<file path="src/rtl/gvx_pkg.sv">
// Shared types for the guest interrupt exit logic.
// Assumes: reason codes are fixed by the exit-handler contract.
package gvx_pkg;
    typedef enum logic [1:0] {
        RSN_NONE = 2'd0,
        RSN_EXT  = 2'd1,
        RSN_TPR  = 2'd2,
        RSN_WIN  = 2'd3
    } exit_rsn_t;
endpackage

</file>
<file path="src/rtl/gvx_cause_eval.sv">
// Evaluates the exit causes of the current cycle and picks one reason.
// Assumes: inputs are stable within the cycle; the caller gates on guest mode.
module gvx_cause_eval
    import gvx_pkg::*;
#(
    parameter int TPR_W = 4
) (
    input  logic             in_guest,
    input  logic             ctl_ext_exit,
    input  logic             ctl_win_exit,
    input  logic             ext_irq,
    input  logic             guest_ie,
    input  logic             ss_blk,
    input  logic             tpr_wr_fire,
    input  logic [TPR_W-1:0] tpr_new,
    input  logic [TPR_W-1:0] tpr_old,
    input  logic [TPR_W-1:0] tpr_thr,
    output logic             cause_any,
    output exit_rsn_t        cause_rsn
);
    logic ext_c;
    logic tpr_c;
    logic win_c;

    // Raw causes: a priority drop needs a lower value that also falls under the threshold.
    always_comb begin
        ext_c = in_guest && ctl_ext_exit && ext_irq;
        tpr_c = in_guest && tpr_wr_fire && (tpr_new < tpr_thr) && (tpr_new < tpr_old);
        win_c = in_guest && ctl_win_exit && guest_ie && !ss_blk;
    end

    // Fixed priority: external, then priority drop, then window.
    always_comb begin
        cause_any = ext_c || tpr_c || win_c;
        if (ext_c)      cause_rsn = RSN_EXT;
        else if (tpr_c) cause_rsn = RSN_TPR;
        else if (win_c) cause_rsn = RSN_WIN;
        else            cause_rsn = RSN_NONE;
    end
endmodule

</file>
<file path="src/rtl/gvx_tpr_shadow.sv">
// Holds the guest task-priority shadow.
// Assumes: an entry load and a guest write never coincide (the write applies only in guest mode).
module gvx_tpr_shadow #(
    parameter int TPR_W = 4
) (
    input  logic             clk,
    input  logic             rst_n,
    input  logic             load,
    input  logic [TPR_W-1:0] load_val,
    input  logic             wr,
    input  logic [TPR_W-1:0] wr_val,
    output logic [TPR_W-1:0] shadow
);
    // Shadow register: entry load first, then guest write.
    always_ff @(posedge clk) begin
        if (!rst_n)    shadow <= '0;
        else if (load) shadow <= load_val;
        else if (wr)   shadow <= wr_val;
    end
endmodule

</file>
<file path="src/rtl/gvx_intr_state.sv">
// Tracks the guest interruptibility state: a stack-load block and an NMI block.
// Assumes: event inputs are qualified by 'active' (guest mode) inside this module.
module gvx_intr_state #(
    parameter int ST_W = 2
) (
    input  logic            clk,
    input  logic            rst_n,
    input  logic            active,
    input  logic            load,
    input  logic [ST_W-1:0] load_val,
    input  logic            retire_stb,
    input  logic            retire_ss_load,
    input  logic            nmi_taken,
    input  logic            nmi_return,
    output logic            ss_blk,
    output logic            nmi_blk
);
    // Stack-load block: set by a flagged retirement, cleared by the next plain one.
    always_ff @(posedge clk) begin
        if (!rst_n)                    ss_blk <= 1'b0;
        else if (load)                 ss_blk <= load_val[0];
        else if (active && retire_stb) ss_blk <= retire_ss_load;
    end

    // NMI block: set on NMI entry and cleared on its return; entry wins a tie.
    always_ff @(posedge clk) begin
        if (!rst_n)                    nmi_blk <= 1'b0;
        else if (load)                 nmi_blk <= load_val[1];
        else if (active && nmi_taken)  nmi_blk <= 1'b1;
        else if (active && nmi_return) nmi_blk <= 1'b0;
    end
endmodule

</file>
<file path="src/rtl/gvx_inject.sv">
// Presents the hypervisor-chosen event on the first guest cycle.
// Assumes: 'accept' pulses for one cycle when an entry is taken.
module gvx_inject #(
    parameter int VEC_W  = 8,
    parameter int TYPE_W = 3
) (
    input  logic              clk,
    input  logic              rst_n,
    input  logic              accept,
    input  logic              req_vld,
    input  logic [VEC_W-1:0]  req_vec,
    input  logic [TYPE_W-1:0] req_type,
    output logic              inj_valid,
    output logic [VEC_W-1:0]  inj_vec,
    output logic [TYPE_W-1:0] inj_type
);
    // One-cycle delivery pulse with its payload; the payload is zero when idle.
    always_ff @(posedge clk) begin
        if (!rst_n) begin
            inj_valid <= 1'b0;
            inj_vec   <= '0;
            inj_type  <= '0;
        end else if (accept && req_vld) begin
            inj_valid <= 1'b1;
            inj_vec   <= req_vec;
            inj_type  <= req_type;
        end else begin
            inj_valid <= 1'b0;
            inj_vec   <= '0;
            inj_type  <= '0;
        end
    end
endmodule

</file>
<file path="src/rtl/gvx_intr_exit.sv">
// Top: guest mode tracking, exit decision and event injection for a virtualized guest.
// Assumes: one retired instruction per cycle at most; strobes last one cycle.
module gvx_intr_exit
    import gvx_pkg::*;
#(
    parameter int TPR_W  = 4,
    parameter int VEC_W  = 8,
    parameter int TYPE_W = 3
) (
    input  logic              clk,
    input  logic              rst_n,
    input  logic              entry_stb,
    input  logic [TPR_W-1:0]  entry_tpr,
    input  logic [1:0]        entry_istate,
    input  logic              entry_inj_vld,
    input  logic [VEC_W-1:0]  entry_inj_vec,
    input  logic [TYPE_W-1:0] entry_inj_type,
    input  logic              ctl_ext_exit,
    input  logic              ctl_win_exit,
    input  logic              ctl_tpr_shadow,
    input  logic [TPR_W-1:0]  tpr_threshold,
    input  logic              guest_ie,
    input  logic              ext_irq,
    input  logic              retire_stb,
    input  logic              retire_ss_load,
    input  logic              retire_tpr_wr,
    input  logic [TPR_W-1:0]  retire_tpr_val,
    input  logic              nmi_taken,
    input  logic              nmi_return,
    output logic              in_guest,
    output logic              exit_req,
    output logic [1:0]        exit_reason,
    output logic [TPR_W-1:0]  tpr_shadow,
    output logic [1:0]        istate,
    output logic              inj_valid,
    output logic [VEC_W-1:0]  inj_vec,
    output logic [TYPE_W-1:0] inj_type
);
    localparam int ST_W = 2;

    logic      entry_acc;
    logic      tpr_wr_fire;
    logic      cause_any;
    exit_rsn_t cause_rsn;
    logic      exit_fire;
    logic      ss_blk;
    logic      nmi_blk;

    // Qualify the entry and the shadow write.
    always_comb begin
        entry_acc   = entry_stb && !in_guest;
        tpr_wr_fire = in_guest && ctl_tpr_shadow && retire_stb && retire_tpr_wr;
        exit_fire   = in_guest && cause_any;
        istate      = {nmi_blk, ss_blk};
    end

    gvx_cause_eval #(.TPR_W(TPR_W)) u_cause (
        .in_guest     (in_guest),
        .ctl_ext_exit (ctl_ext_exit),
        .ctl_win_exit (ctl_win_exit),
        .ext_irq      (ext_irq),
        .guest_ie     (guest_ie),
        .ss_blk       (ss_blk),
        .tpr_wr_fire  (tpr_wr_fire),
        .tpr_new      (retire_tpr_val),
        .tpr_old      (tpr_shadow),
        .tpr_thr      (tpr_threshold),
        .cause_any    (cause_any),
        .cause_rsn    (cause_rsn)
    );

    gvx_tpr_shadow #(.TPR_W(TPR_W)) u_shadow (
        .clk      (clk),
        .rst_n    (rst_n),
        .load     (entry_acc),
        .load_val (entry_tpr),
        .wr       (tpr_wr_fire),
        .wr_val   (retire_tpr_val),
        .shadow   (tpr_shadow)
    );

    gvx_intr_state #(.ST_W(ST_W)) u_istate (
        .clk            (clk),
        .rst_n          (rst_n),
        .active         (in_guest),
        .load           (entry_acc),
        .load_val       (entry_istate),
        .retire_stb     (retire_stb),
        .retire_ss_load (retire_ss_load),
        .nmi_taken      (nmi_taken),
        .nmi_return     (nmi_return),
        .ss_blk         (ss_blk),
        .nmi_blk        (nmi_blk)
    );

    gvx_inject #(.VEC_W(VEC_W), .TYPE_W(TYPE_W)) u_inject (
        .clk       (clk),
        .rst_n     (rst_n),
        .accept    (entry_acc),
        .req_vld   (entry_inj_vld),
        .req_vec   (entry_inj_vec),
        .req_type  (entry_inj_type),
        .inj_valid (inj_valid),
        .inj_vec   (inj_vec),
        .inj_type  (inj_type)
    );

    // Guest mode: set by an accepted entry, cleared by an exit.
    always_ff @(posedge clk) begin
        if (!rst_n)         in_guest <= 1'b0;
        else if (entry_acc) in_guest <= 1'b1;
        else if (exit_fire) in_guest <= 1'b0;
    end

    // Exit pulse and sticky reason, cleared on the next entry.
    always_ff @(posedge clk) begin
        if (!rst_n) begin
            exit_req    <= 1'b0;
            exit_reason <= RSN_NONE;
        end else begin
            exit_req <= exit_fire;
            if (exit_fire)      exit_reason <= cause_rsn;
            else if (entry_acc) exit_reason <= RSN_NONE;
        end
    end
endmodule

</file>
<file path="config.mk">
export PLATFORM = sky130hd
export DESIGN_NAME = gvx_intr_exit
export DESIGN_NICKNAME = d
export VERILOG_FILES = /design/src/rtl/gvx_pkg.sv /design/src/rtl/gvx_cause_eval.sv /design/src/rtl/gvx_tpr_shadow.sv /design/src/rtl/gvx_intr_state.sv /design/src/rtl/gvx_inject.sv /design/src/rtl/gvx_intr_exit.sv
export SDC_FILE = /design/constraint.sdc
export NUM_CORES = 1
export LEC_CHECK = 0
export BUFFER_PORTS_ARGS = -buffer_cell sky130_fd_sc_hd__buf_2
export CORE_AREA = 2 2 52 54
export DETAILED_ROUTE_END_ITERATION = 16
export DIE_AREA = 0 0 54 56
export GPL_TIMING_DRIVEN = 0
export PLACE_DENSITY = 0.82
export REMOVE_ABC_BUFFERS = 1
export SLEW_MARGIN = 20
export SYNTH_ARGS = -nofsm -noshare
export SYNTH_HDL_FRONTEND = slang
export SYNTH_SLANG_ARGS = --single-unit
</file>
<file path="constraint.sdc">
create_clock -name clk -period 1.81 [get_ports clk]
set_input_delay 0.362 -clock clk [delete_from_list [all_inputs] [get_ports clk]]
set_output_delay 0.362 -clock clk [all_outputs]
set_load 0.02 [all_outputs]
</file>
* After elaboration in Yosys (flattened, before gate mapping)
Cells that the tools add are included.
** Word-level totals
- Memory bits (read-only) :: 0
- Input port bits :: 39
- Memories :: 0
- Latch bits :: 0
- Bits in writable memories :: 0
- Bits in registers :: 22
- Output and inout bits :: 22
- Word-level logic and storage cells :: 52
** Operators by class
- $add $sub $neg :: 0
- Shift-type cells :: 0
- Equal/unequal tests :: 0
- Reductions and logical operators :: 26
- $lt $le $gt $ge :: 2
- $mul :: 0
- Mux-type cells :: 15
- Div/mod/pow operators :: 0
- Bitwise gates (word level) :: 0
** Operator list (number)
- $logic_and A1 B1 Y1 :: 17
- $mux W2 :: 5
- $lt A4 B4 Y1 :: 2
- $mux W1 :: 8
- $mux W4 :: 2
- $reduce_bool A2 Y1 :: 3
- $reduce_bool A3 Y1 :: 1
- $logic_not A1 Y1 :: 2
- $logic_or A1 B1 Y1 :: 2
- $reduce_and A2 Y1 :: 1

* Longest topological paths before layout
Gate-level depths: netlist of the first run.
- Depth after elaboration :: 11
- Depth in mapped cells :: 6
- Depth with buffers taken out :: 6

* Hierarchy
A second synthesis of the first run with hierarchy kept.
** Second synthesis, totals
- Cell total of the unflattened synthesis :: 98
- Area total of the unflattened synthesis :: 1059.8 µm²
** Modules (own cells, without submodules)
- gvx_inject :: sequential area each 240.2 µm², cells an instance 27, area an instance 362.8 µm², times used 1
- gvx_cause_eval :: sequential area each 0.0 µm², cells an instance 27, area an instance 222.7 µm², times used 1
- gvx_tpr_shadow :: sequential area each 80.1 µm², cells an instance 16, area an instance 190.2 µm², times used 1
- gvx_intr_exit :: sequential area each 80.1 µm², cells an instance 18, area an instance 182.7 µm², times used 1
- gvx_intr_state :: sequential area each 40.0 µm², cells an instance 10, area an instance 101.3 µm², times used 1

* Worst setup path before layout of the first run
OpenSTA, ideal clock, no wires.
- Path type :: reg2reg
- Start point :: register u_shadow.shadow[1]
- End point :: register exit_reason[1]
- Cell stages (with the launch flop) :: 7
- Library setup time :: 60 ps
- Data arrival time :: 1503 ps
- Buffers on the path :: 0
- Clock period less this slack :: 1562 ps
- Setup slack :: 248 ps
- Required time :: 1750 ps
- Cell sequence :: dfxtp_1 inv_1 ha_1 or3b_1 o2111ai_1 and3_2 o311a_1
** On the way
- Cells in the longest elaborated chain, start to end :: 6
- Elaborated cells between the ends (all ways) :: 9
- Those cells by class :: 1 x order compare; 3 x mux; 5 x reduce/logical
** RTL lines
- start, declared :: line gvx_tpr_shadow.sv:12 : output logic [TPR_W-1:0] shadow
- start signal, assigned :: line gvx_tpr_shadow.sv:17 : else if (load) shadow <= load_val;
- start signal, assigned :: line gvx_tpr_shadow.sv:18 : else if (wr) shadow <= wr_val;
- $lt A4 B4 Y1 * :: line gvx_cause_eval.sv:28 : tpr_c = in_guest && tpr_wr_fire && (tpr_new < tpr_thr) && (tpr_new < tpr_old);
- $logic_and A1 B1 Y1 * :: line gvx_cause_eval.sv:28
- $logic_or A1 B1 Y1 (2 in a row) :: line gvx_cause_eval.sv:34 : cause_any = ext_c || tpr_c || win_c;
- $logic_and A1 B1 Y1 :: line gvx_intr_exit.sv:53 : exit_fire = in_guest && cause_any;
- $mux W2 / $reduce_bool A2 Y1 (equally long branches)
- end signal, assigned :: line gvx_intr_exit.sv:122 : if (exit_fire) exit_reason <= cause_rsn;
- end, declared :: line gvx_intr_exit.sv:32 : output logic [1:0] exit_reason,
Mark *: on every way between the ends. The rest lies on a longest branch, timed or not.
A chain may end at the register's enable or synchronous reset.

* Final worst setup path of the first run
Same ends and word-level chain as after synthesis.

==> metrics.yaml, run 1 <==
status:
  status: "complete, no violations"
clock_tree:
  cts_setup_buffers: 0
  cts_max_level: 1
  cts_tree: "done"
  clk_pin_slew_ns: 0.12
  insertion_delay_ns: 0.30
  ctsResizeCount: 0
  cts_hold_buf: 0
  clk_path_buf_depth: 2
  cts_buffers: 3
  cts.sinks: 22
  root_buffer: "clkbuf_4"
grt:
  antenna_found_initial: 0
  grt_use_total_pct: 16.5
  grt_max_degree: 14
  grt_overflow_total: 0
  grt_pass1_wl_um: 3680
  grt_pass1_vias: 984
die:
  ios: 61
  rows: 18
  dieHeight_um: 56
  die_w_um: 54
  start_util_pct: 40.0
  dieArea_um2: 3020
  core_area_um2: 2430
sta:
  layout_min_cycle_time_ns: 1.52
  clock_skew_ns: 0.00303
  report.final.hold_viol_count: 0
  slew_viol_final: 0
  rsz0062_at_grt: "no"
  tightestPinTransition_ns: 0.406
  finalSetupViolCount: 0
  max-slew-margin-rel_pct: 72.9
  whs_ns: 0.245
  final.setup.tns_ns: 0
  clock.fmax_ghz: 0.656
  min_period_over_period_pct: 84.2
synthesis:
  synth_top_family_by_area: "simple AND/OR/NAND/NOR gates"
  synth_xor_area_share_pct: 0
  synthMuxAreaShare_pct: 5.15
  synthAdderAreaFrac_pct: 7.72
  synthTopCellsByArea: "dfxtp_1 (45%), and2_1 (7.7%), ha_1 (7.7%)"
  synth_area_leader_cell: "dfxtp_1"
  yosysUniqueCellTypes: 32
  synth-simple-area-share_pct: 20.5
  synthCells: 92
  synth_top_cell_area_share_pct: 45.3
  syn_area_per_cell_um2: 10.6
  yosys_warnings: 0
  synth_area_um2: 972
  synth_compound_area_share_pct: 14.9
  seq_area_frac_synth_pct: 45.3
  ys_ff_latch: 22
critical_path:
  required_ns: 2.07
  cp_cell_sequence: "inv_1 > ha_1 > or3b_1 > o2111ai_1 > and3_2 > o311a_1"
  crit_slowest_cell: "or3b_1"
  crit_fanout: 4
  arrival_ns: 1.78
  worstSetupStartpointType: "register"
  crit_path_end_kind: "register"
  reg2reg_slack_ns: 0.29
  path_class: "register to register"
  cpPeakStageDelay_ns: 0.37
power:
  power_leakage_nw: 0.757
  share_seq_of_total_power_pct: 48.3
  power.switching_uw: 266
  pwr-share-clk_pct: 34.3
  power_density_nw_per_um2: 822
  max-vdd-ir-drop_mv: 0.756
  p_int_uw: 822
  pwr-share-comb_pct: 17.4
  switching_share_pct: 24.5
final_layout:
  final_nets: 196
  fillers: 243
  final_cell_mix: "buf_2 (60), dfxtp_1 (22), and2_1 (12)"
  post-route-util_pct: 54.4
  finalInstanceArea_um2: 1320
  area_delta_synth_final_pct: 36.0
  mostFrequentLayoutCell: "buf_2"
  instances_no_fill: 180
  n_antenna_cell: 0
  layout-drive-gt1-share_pct: 44.7
routing:
  ant_nets: 0
  routed_wl_um: 2210
  dr.first_iter.drc_count: 9
  vias: 879
  via_per_inst: 4.88
  drcViolationCount: 0
  avgRoutedWirePerCell_um: 12.3
  firstDrtPassIters: 4
placed_design:
  portBuffers: 60
  gp_congestion: 0.688
  postPlaceCellArea_um2: 1270
  place_hpwl_um: 1810
  placed_cells: 176
worst_hold_path:
  hold_class: "primary input to register"
job:
  cap_violations: 0
==> critical path: cells and delay by family (launching register included) <==
family / cells / cell delay [ns]
and+or+nand+nor: 2 / 0.62
DFF: 1 / 0.36
AOI/OAI and AO/OA: 2 / 0.27
adders and majority gates: 1 / 0.18
buffers and inverters: 1 / 0.05
==> per-layer routing <==
metal | up-vias | GRT usage (%) | wire length (um)
li1 | 440 | - | -
met1 | 390 | 17.1 | 880
met2 | 47 | 29.3 | 1050
met3 | 2 | 4.84 | 252
met4 | 0 | 7.50 | 22
met5 | - | 0 | 0
==> area by class of cell <==
cell class	count	area, um2	share of cell area, %
timing repair buffer	60	300	22.7
clock buffer	3	22.5	1.70
clock inverter	1	30.0	2.27
sequential	22	440	33.3
tap	30	37.5	2.84
multi-input combinational	58	469	35.5
inverter	6	22.5	1.70
==> metrics by stage <==
step / power, mW / setup WS, ns
floorplan: 0.638 / 0.248
global placement: 0.720 / 0.155
detailed placement: 0.729 / 0.0694
CTS: 1.10 / 0.261
global route: 1.14 / 0.165
finish: 1.09 / 0.287
==> path summary, 6_finish.rpt <==
path                           start             endpoint  cells after the start
setup reg to reg  u_shadow.shadow[1]       exit_reason[1]                      6
setup / recovery  u_shadow.shadow[1]       exit_reason[1]                      6
hold reg to reg     u_istate.nmi_blk     u_istate.nmi_blk                      2
hold / removal      entry_inj_vec[0]  u_inject.inj_vec[0]                      2
==> registers in the layout, summed over array words and instances (netlist names) <==
signal and count:
u_inject.inj_vec 8, u_shadow.shadow 4, u_inject.inj_type 3, exit_reason 2, exit_req 1, in_guest 1, u_inject.inj_valid 1, u_istate.nmi_blk 1
u_istate.ss_blk 1
==> synthesized netlist by cell type <==
library cell  count
or3b_1            2
a211o_1           1
a21oi_1           1
dfxtp_1          22
mux2i_1           5
buf_4             2
nand2_1           6
o2bb2ai_1         1
o211a_1           4
nand4_4           1
a21o_1            1
nor2_1            1
and3_2            1
and4b_1           1
buf_6             1
and2_1           12
o221ai_1          1
nand3_1           1
o211ai_1          1
a211oi_2          1
nor2b_1           2
o311a_1           1
clkbuf_1          1
and3_1            2
ha_1              6
nor3_1            1
buf_2             2
o31a_1            1
a222oi_1          1
o2111ai_1         2
nand2b_1          1
inv_1             6
==> logic make-up after synthesis <==
| logic type | count (synthesis) |
|---|---|
| mux | 5 |
| fa+ha+maj | 6 |
| buf+inv | 12 |
| simple gates | 31 |
| flops | 22 |
| compound gates | 16 |
==> power groups by stage <==
stage / sequential (mW) / clock [mW] / combinational (mW)
final: 0.525 / 0.373 / 0.190
after global routing: 0.530 / 0.398 / 0.212
after CTS: 0.526 / 0.386 / 0.193
after detailed placement: 0.537 / 0 / 0.192
after global placement: 0.536 / 0 / 0.184
after floorplan: 0.565 / 0 / 0.0724
No activity file was read; power rests on OpenSTA's default activity.
==> run 2, diff against run 1 <==
Clock period 1.81 ns to 1.55 ns, I/O delays scaled along.
==> run 2 against run 1 <==
Effect of this change: design area grew 0.66%; power grew 17%; die area is the same; largest cell class unchanged; register-to-register slack lost 0.18 ns; clock skew shrank 0.0019 ns; utilization grew 0.36 points; clock power grew 16%.
==> metrics.yaml, run 2 (synthesis results as in run 1) <==
clock_tree:
  root_buffer: "clkbuf_4"
  cts_hold_buf: 0
  ctsResizeCount: 0
  cts_tree: "done"
  cts.sinks: 22
  clk_pin_slew_ns: 0.12
  clk_path_buf_depth: 2
  cts_buffers: 3
  cts_max_level: 1
  cts_setup_buffers: 0
  insertion_delay_ns: 0.30
grt:
  grt_max_degree: 14
  grt_pass1_wl_um: 3680
  grt_use_total_pct: 16.5
  grt_overflow_total: 0
  antenna_found_initial: 0
  grt_pass1_vias: 984
worst_hold_path:
  whs_path_depth: 2
  holdCritStartpoint: "entry_inj_vec[0]"
  whs_endpoint: "u_inject.inj_vec[0]"
  hold_class: "primary input to register"
final_layout:
  final_nets: 196
  largest_reg_flops: 8
  reg.largest.list: "u_inject.inj_vec: 8 flops, u_shadow.shadow: 4 flops, u_inject.inj_type: 3 flops"
  finalInstanceArea_um2: 1330
  final_cell_mix: "buf_2 (60), dfxtp_1 (20), and2_1 (12)"
  regMostFlops: "u_inject.inj_vec"
  layout-drive-gt1-share_pct: 46.7
  mostFrequentLayoutCell: "buf_2"
  post-route-util_pct: 54.7
  n_antenna_cell: 0
  area_delta_synth_final_pct: 36.9
status:
  status: "complete, no violations"
routing:
  avgRoutedWirePerCell_um: 12.3
  dr.first_iter.drc_count: 11
  drcViolationCount: 0
  vias: 877
  ant_nets: 0
  firstDrtPassIters: 6
  via_per_inst: 4.87
  routed_wl_um: 2210
critical_path:
  arrival_ns: 1.70
  r2r_end: "exit_reason[1]"
  required_ns: 1.81
  crit_fanout: 4
  rr_worst_depth: 6
  crit_path_start: "u_shadow.shadow[1]"
  path_buf_inv: 1
  path_class: "register to register"
  worstSetupStartpointType: "register"
  reg2reg_slack_ns: 0.11
  crit_slowest_cell: "dfxtp_2"
  crit_path_end_kind: "register"
  cp.depth: 6
  cp_cell_sequence: "inv_1 > ha_1 > or3b_1 > o2111ai_1 > and3_4 > o311a_1"
  reg2reg_from: "u_shadow.shadow[1]"
  cpPeakStageDelay_ns: 0.35
  crit_family: "simple AND/OR/NAND/NOR gates"
sta:
  clock.fmax_ghz: 0.693
  final.setup.tns_ns: 0
  finalSetupViolCount: 0
  clock_skew_ns: 0.00114
  min_period_over_period_pct: 93.2
  slew_viol_final: 0
  max-slew-margin-rel_pct: 79.7
  whs_ns: 0.196
  setup_slack_ns: 0.106
  report.final.hold_viol_count: 0
  tightestPinTransition_ns: 0.305
  layout_min_cycle_time_ns: 1.44
  rsz0062_at_grt: "no"
placed_design:
  portBuffers: 60
  place_ws_ns: -0.139
  place_hpwl_um: 1810
  postPlaceCellArea_um2: 1270
  gp_congestion: 0.688
die:
  dieHeight_um: 56
  start_util_pct: 40.0
  die_w_um: 54
  core_area_um2: 2430
  dieArea_um2: 3020
  ios: 61
  rows: 18
power:
  power_density_nw_per_um2: 955
  power_leakage_nw: 0.756
  max-vdd-ir-drop_mv: 0.876
job:
  cap_violations: 0
==> run 2: worst max path at each step <==
| stage | slack (ns) | end |
|---|---|---|
| 6_report | 0.11 | exit_reason[1] |
| 5_1_grt | 0.009 | exit_reason[1] |
| 4_1_cts | 0.001 | exit_reason[1] |
| 3_5_place_dp | -0.14 | exit_reason[1] |
| 3_3_place_gp | -0.05 | exit_reason[1] |
| 2_1_floorplan | -0.01 | exit_reason[1] |
==> run 2: layout make-up <==
class,instances,area (um2)
fillers,242,1100
multi-input cells,58,475
flip-flops and latches,22,443
repair buffers,60,300
well taps,30,37.5
clock inverters,1,30.0
clock buffers,3,22.5
inverters,6,22.5
==> run 2: through the flow <==
step	power [mW]	cells
global route	1.33	180
CTS	1.29	180
floorplan	0.745	86
global placement	0.841	176
finish	1.27	180
detailed placement	0.851	176
==> run 2: per-layer routing <==
layer | vias up | wire length (um) | global-route usage (%)
met5 | - | 0 | 0
met4 | 0 | 22 | 7.50
met3 | 2 | 245 | 4.84
met2 | 49 | 1030 | 29.3
met1 | 389 | 907 | 17.1
li1 | 437 | - | -
==> run 2: report_power, final <==
part           switching, mW  internal, mW  leakage (nW)
Combinational          0.118         0.106         0.548
Clock                  0.172         0.261        0.0279
Sequential            0.0195         0.595         0.181
Total                  0.309         0.962         0.756
